==> src/rtl/sixty_div_pkg.sv <==
package sixty_div_pkg;

   // Detection style for a stage's last value.
   typedef enum logic {
      DECODE_FULL    = 1'b0,   // compare every bit of the value
      DECODE_PARTIAL = 1'b1    // look only at the bits that are set in the last value
   } decode_style_e;

   // Number of bits needed to hold the values 0 to modulus-1.
   function automatic int unsigned digit_width(input int unsigned modulus);
      int unsigned w;
      w = 1;
      while ((1 << w) < modulus) w++;
      return w;
   endfunction

endpackage

==> src/rtl/mod_digit_stage.sv <==
module mod_digit_stage
   import sixty_div_pkg::*;
#(
   parameter int unsigned   MOD   = 10,
   parameter decode_style_e STYLE = DECODE_PARTIAL,
   parameter int unsigned   W     = digit_width(MOD)
) (
   input  logic         clk,
   input  logic         srst,
   input  logic         step_in,
   output logic [W-1:0] value,
   output logic         carry_out
);

   localparam logic [W-1:0] LAST_VAL = W'(MOD - 1);
   localparam logic [W:0]   MOD_VAL  = (W + 1)'(MOD);

   // Elaboration-time parameter checks
   if (MOD < 2) begin : g_bad_mod
      $error("mod_digit_stage: MOD must be at least 2");
   end
   if (W < digit_width(MOD)) begin : g_bad_width
      $error("mod_digit_stage: W too narrow for MOD");
   end

   logic [W:0] next_raw;
   logic       clear_on_mod;
   logic       at_last;

   assign next_raw     = {1'b0, value} + 1'b1;
   // Synchronous clear when the next value would equal the modulus
   assign clear_on_mod = (next_raw == MOD_VAL);

   if (STYLE == DECODE_PARTIAL) begin : g_partial
      // Valid because counting up, the first value with all LAST bits set is LAST
      assign at_last = &(value | ~LAST_VAL);
   end else begin : g_full
      assign at_last = (value == LAST_VAL);
   end

   assign carry_out = step_in & at_last;

   always_ff @(posedge clk) begin
      if (srst) begin
         value <= '0;
      end else if (step_in) begin
         if (clear_on_mod) value <= '0;
         else              value <= next_raw[W-1:0];
      end
   end

endmodule

==> src/rtl/sixty_divider.sv <==
module sixty_divider
   import sixty_div_pkg::*;
#(
   parameter int unsigned   UNITS_MOD = 10,
   parameter int unsigned   TENS_MOD  = 6,
   parameter decode_style_e DECODE    = DECODE_PARTIAL,
   parameter int unsigned   UNITS_W   = digit_width(UNITS_MOD),
   parameter int unsigned   TENS_W    = digit_width(TENS_MOD)
) (
   input  logic              clk,
   input  logic              srst,
   input  logic              count_en,
   output logic [UNITS_W-1:0] units_digit,
   output logic [TENS_W-1:0]  tens_digit,
   output logic              tc_out
);

   if (UNITS_MOD < 2 || TENS_MOD < 2) begin : g_bad_params
      $error("sixty_divider: both moduli must be at least 2");
   end

   logic units_step;
   logic units_carry;
   logic tens_carry;

   // Reset has priority; gating the step also keeps the terminal flag low in reset
   assign units_step = count_en & ~srst;

   mod_digit_stage #(
      .MOD   (UNITS_MOD),
      .STYLE (DECODE),
      .W     (UNITS_W)
   ) u_units (
      .clk       (clk),
      .srst      (srst),
      .step_in   (units_step),
      .value     (units_digit),
      .carry_out (units_carry)
   );

   // The tens stage is enabled only by the units terminal count
   mod_digit_stage #(
      .MOD   (TENS_MOD),
      .STYLE (DECODE),
      .W     (TENS_W)
   ) u_tens (
      .clk       (clk),
      .srst      (srst),
      .step_in   (units_carry),
      .value     (tens_digit),
      .carry_out (tens_carry)
   );

   assign tc_out = tens_carry;

endmodule

==> config.mk <==
export PLATFORM = sky130hd
export DESIGN_NAME = sixty_divider
export DESIGN_NICKNAME = d
export VERILOG_FILES = /design/src/rtl/sixty_div_pkg.sv /design/src/rtl/mod_digit_stage.sv /design/src/rtl/sixty_divider.sv
export SDC_FILE = /design/constraint.sdc
export NUM_CORES = 1
export LEC_CHECK = 0
export BUFFER_PORTS_ARGS = -buffer_cell sky130_fd_sc_hd__buf_2
export CAP_MARGIN = 20
export CORE_AREA = 2 2 39 41
export DETAILED_ROUTE_END_ITERATION = 7
export DIE_AREA = 0 0 41 43
export GPL_TIMING_DRIVEN = 0
export PLACE_DENSITY_LB_ADDON = 0.05
export SLEW_MARGIN = 20
export SYNTH_ARGS = -nofsm -noshare
export SYNTH_HDL_FRONTEND = slang
export SYNTH_SLANG_ARGS = --single-unit
==> constraint.sdc <==
create_clock -name clk -period 1.24 [get_ports clk]
set_input_delay 0.124 -clock clk [delete_from_list [all_inputs] [get_ports clk]]
set_output_delay 0.124 -clock clk [all_outputs]
set_load 0.1 [all_outputs]
; Yosys cells after proc, flatten, opt, wreduce, memory -nomap -nowiden
; Cells that the tools add are included.
[totals]
reg_bits = 7
in_bits = 3
elab_cells = 14
[classes]
addsub = 2
n_eq_ne = 2
n_mux = 2
n_bitwise = 4
reduce_logical = 2
[ops]
columns = op, count
row1 = 4-bit by 1-bit adder with 5-bit output (second input constant), 1
row2 = 5-bit by 4-bit == test with 1-bit output (second input constant), 1
row3 = 3-bit by 1-bit adder with 4-bit output (second input constant), 1
row4 = 4-bit by 3-bit == test with 1-bit output (second input constant), 1
row5 = 4-bit 2-to-1 mux, 1
row6 = 2-bit AND reduction, 2
row7 = 1-bit AND, 3
row8 = 3-bit 2-to-1 mux, 1
row9 = 1-bit NOT, 1

; Longest topological paths before layout
[logic_depth]
ltp_word = 4
mapped_depth = 5
mapped_depth_nobuf = 5

; Modules after synthesis
; A second synthesis with hierarchy kept.
[hier_totals]
hier_cells = 51
area_unflattened_um2 = 451.7
[modules_own_cells]
columns = mod, instances, cells_per_inst, area_per_inst_um2, seq_area_each_um2
row1 = mod_digit_stage at u_units, 1, 25, 239.0, 80.1
row2 = mod_digit_stage at u_tens, 1, 25, 198.9, 60.1
row3 = sixty_divider, 1, 1, 13.8, 0.0

; Worst setup path before layout
; Ideal clock, no wire load.
[synth_path]
kind = register to output
startpoint = register u_units.value[0]
endpoint = output port tc_out
t_arrival_ns = 2.248
t_required_ns = 1.116
path_slack_ns = -1.132
stages_incl_launch_ff = 4
path_buffers = 1
path_cell_list = dfxtp_1 and4b_1 buf_4 and3_1
[synth_via]
elab_chain_cells = 3
[synth_rtl]
columns = element, line
row1 = start: declaration, mod_digit_stage.sv:11  ; output logic [W-1:0] value,
row2 = start signal: assignment, mod_digit_stage.sv:48  ; else value <= next_raw[W-1:0];
row3 = 2-bit AND reduction, mod_digit_stage.sv:36  ; assign at_last = &(value | ~LAST_VAL);
row4 = 1-bit AND (2 in a row), mod_digit_stage.sv:41  ; assign carry_out = step_in & at_last;
row5 = end: declaration, sixty_divider.sv:15  ; output logic tc_out
; Every way passes these cells.

; Worst setup path after layout
; Same ends and word-level chain as after synthesis.

==> out/results.ini <==
[run_status]
status = complete, but fails checks
violations = negative setup slack

[power_and_ir_drop]
swShare_pct = 28.4
power.switching_uw = 153
p_seq_share_pct = 42.9
p_per_area_nw_per_um2 = 770
clock_power_share_pct = 37.3
p_leak_nw = 0.307
p_int_uw = 386
comb_power_share_pct = 19.8
peakVddDrop_mv = 0.578

[min_path]
hold_path.class = input pin to register
min-delay-start = count_en

[synthesis]
avgSynthCellArea_sq_um = 8.64
yosysTopAreaCellShare_pct = 29.5
seq_area_frac_synth_pct = 29.5
yosys.area_share.simple_pct = 33.7
synth_largest_area_cell = dfxtp_1
muxShareOfSynthArea_pct = 0
yosys_warnings = 0
netlist_area_sq_um = 475
synth_top_family_by_area = simple AND/OR/NAND/NOR gates
synthesis.nets = 62
synth_compound_area_share_pct = 16.6
yosysUniqueCellTypes = 25
synth_cells = 55
synthAdderAreaFrac_pct = 10.5
ys_ff_latch = 7
yosys.area_share.xor_xnor_pct = 1.84
synth.area.top_cells = dfxtp_1 (29%), ha_1 (11%), nand2b_1 (5.3%)

[job]
drv_cap = 0

[worst_setup_path]
worstSetupPathType = register to output pin
cp-start-kind = register
cp.required_ns = 1.12
endpoint = tc_out
r2r-end = u_units.value[1]
worstPathArrival_ns = 1.22
rr_startpoint = u_units.value[1]
crit_fanout = 7
worst_r2r_path_depth = 5
rrSetupSlack_ns = -0.10
startpoint = u_units.value[0]
cp-end-kind = output pin

[routing]
dr.pass1.iters = 4
viasPerCell = 5.26
vias = 468
met3_length_um = 58
top_layer = met4
wirelength_um = 1040
wl_met2_um = 517
drc = 0
drtIter0Drc = 7
avgRoutedWirePerCell_um = 11.7
wl_met1_um = 457
antenna_left = 0

[cells_and_area]
final_design_area_no_fill_sq_um = 701
final_core_util_pct = 50.6
seq_area_sq_um = 164
nNetsFinal = 81
final_common_cell = buf_2
diodes = 0
multi_input_area_sq_um = 350
drive_above_1_share_pct = 46.6
layout_common_cells = buf_2 (7), buf_4 (6), dfxtp_4 (6)
syn_to_final_growth_pct = 47.4
nFillCells = 138

[clocking]
clock_path_buffers = 2
numCtsBuffers = 3
cts_root_buffer = clkbuf_4
cts_sinks = 7
clk_pin_slew_ns = 0.05
cts_tree = built
clock_latency_ns = 0.24
htree_levels = 1

[grt]
grt_pass1_wl_um = 1660
grt_max_degree = 11
grt_usage_pct = 13.8
grt-ovfl-total = 0
antenna_found_initial = 0
grt_pass1_vias = 432

[place]
placed_area_sq_um = 599
gp_congestion = 0.643
io_buffer_count = 10
dp.final_hpwl_um = 760

[timing]
clock.fmax_ghz = 0.742
whs_ns = 0.150
clock_skew_ns = 0.00105
setup_viol = 3
setup_tns_ns = -0.240
max_slew_margin_pct = 68.0
period_share_pct = 109
max_slew.worst_pin.slew_ns = 0.484
finalMaxSlewViolations = 0
finalHoldViolCount = 0
rsz0062_at_grt = true
setup_ws_ns = -0.108
fin_crit_ns = 1.35

[die]
initial_core_util_pct = 34.4
die-area_sq_um = 1760
die_h_um = 43
core_area_sq_um = 1380
placementRows = 14
ios = 11
die_w_um = 41

## flip-flops by register name, summed over array words and instances, names as in the netlist
signal,cells
u_units.value,4
u_tens.value,3
## through the flow
step	instances	total power, mW	setup WS, ns
floorplan	55	0.303	-0.318
global placement	81	0.322	-0.187
detailed placement	81	0.323	-0.186
CTS	89	0.542	-0.193
global route	89	0.575	-0.152
finish	89	0.539	-0.108
## worst max-delay path, cell delays in order (launching register included)
cell and delay (ns):
dfxtp_4 0.38, and4b_1 0.23, and3_4 0.20, buf_12 0.17
## power by group through the flow
stage	combinational [mW]	clock, mW	sequential [mW]
2_1_floorplan	0.0313	0	0.272
3_3_place_gp	0.0863	0	0.236
3_5_place_dp	0.0870	0	0.236
4_1_cts	0.100	0.211	0.231
5_1_grt	0.114	0.229	0.232
6_report	0.107	0.201	0.231
## cells in the mapped netlist (all sizes together)
cell / number
nor2: 3
and2: 3
dfxtp: 7
and3: 2
xor2: 1
o2111ai: 1
nor3b: 2
nand2: 4
ha: 4
nor4bb: 1
or3b: 1
buf: 2
nor3: 2
or2b: 1
a32o: 1
nand4: 1
inv: 5
a211o: 2
o31ai: 1
o21ai: 2
nand2b: 4
o311ai: 2
a211oi: 1
and4b: 2
## cell type report
cell class                 instances  area share, %
multi-input combinational         41           50.0
sequential                         7           23.4
timing repair buffer              15           15.4
clock buffer                       4           3.75
inverter                           5           3.04
tap                               16           2.86
buffer                             1           1.61
## metal layers
layer | up-vias | GRT usage [%]
li1 | 234 | -
met1 | 221 | 15.9
met2 | 11 | 21.9
met3 | 2 | 3.14
met4 | 0 | 8.00
met5 | - | 0
## logic make-up after synthesis
| logic type | count (synthesis) |
|---|---|
| adder cells (fa/ha/maj) | 4 |
| XOR/XNOR | 1 |
| flip-flops | 7 |
| buffers and inverters | 7 |
| AO/OA/AOI/OAI | 10 |
| AND/OR/NAND/NOR | 26 |
## how the worst min path moves through the flow
stage | endpoint | slack [ns] | cells after the start
final | u_units.value[1] | 0.15 | 2
after global routing | u_units.value[1] | 0.15 | 2
after CTS | u_units.value[1] | 0.14 | 2
after detailed placement | u_units.value[1] | 0.41 | 2
after global placement | u_units.value[1] | 0.42 | 2
after floorplan | u_units.value[1] | 0.21 | 1
## what timing repair did
| item | 4_1_cts | 5_1_grt |
|---|---|---|
| buffers inserted | 4 | 2 |
| setup endpoints to repair | 4 | 5 |
| resized for setup | 10 | 4 |
| hold buffers | 0 | 0 |
| gates cloned | 0 | 0 |
| pin swaps | 4 | 4 |
Power figures use the tool's default switching activity.
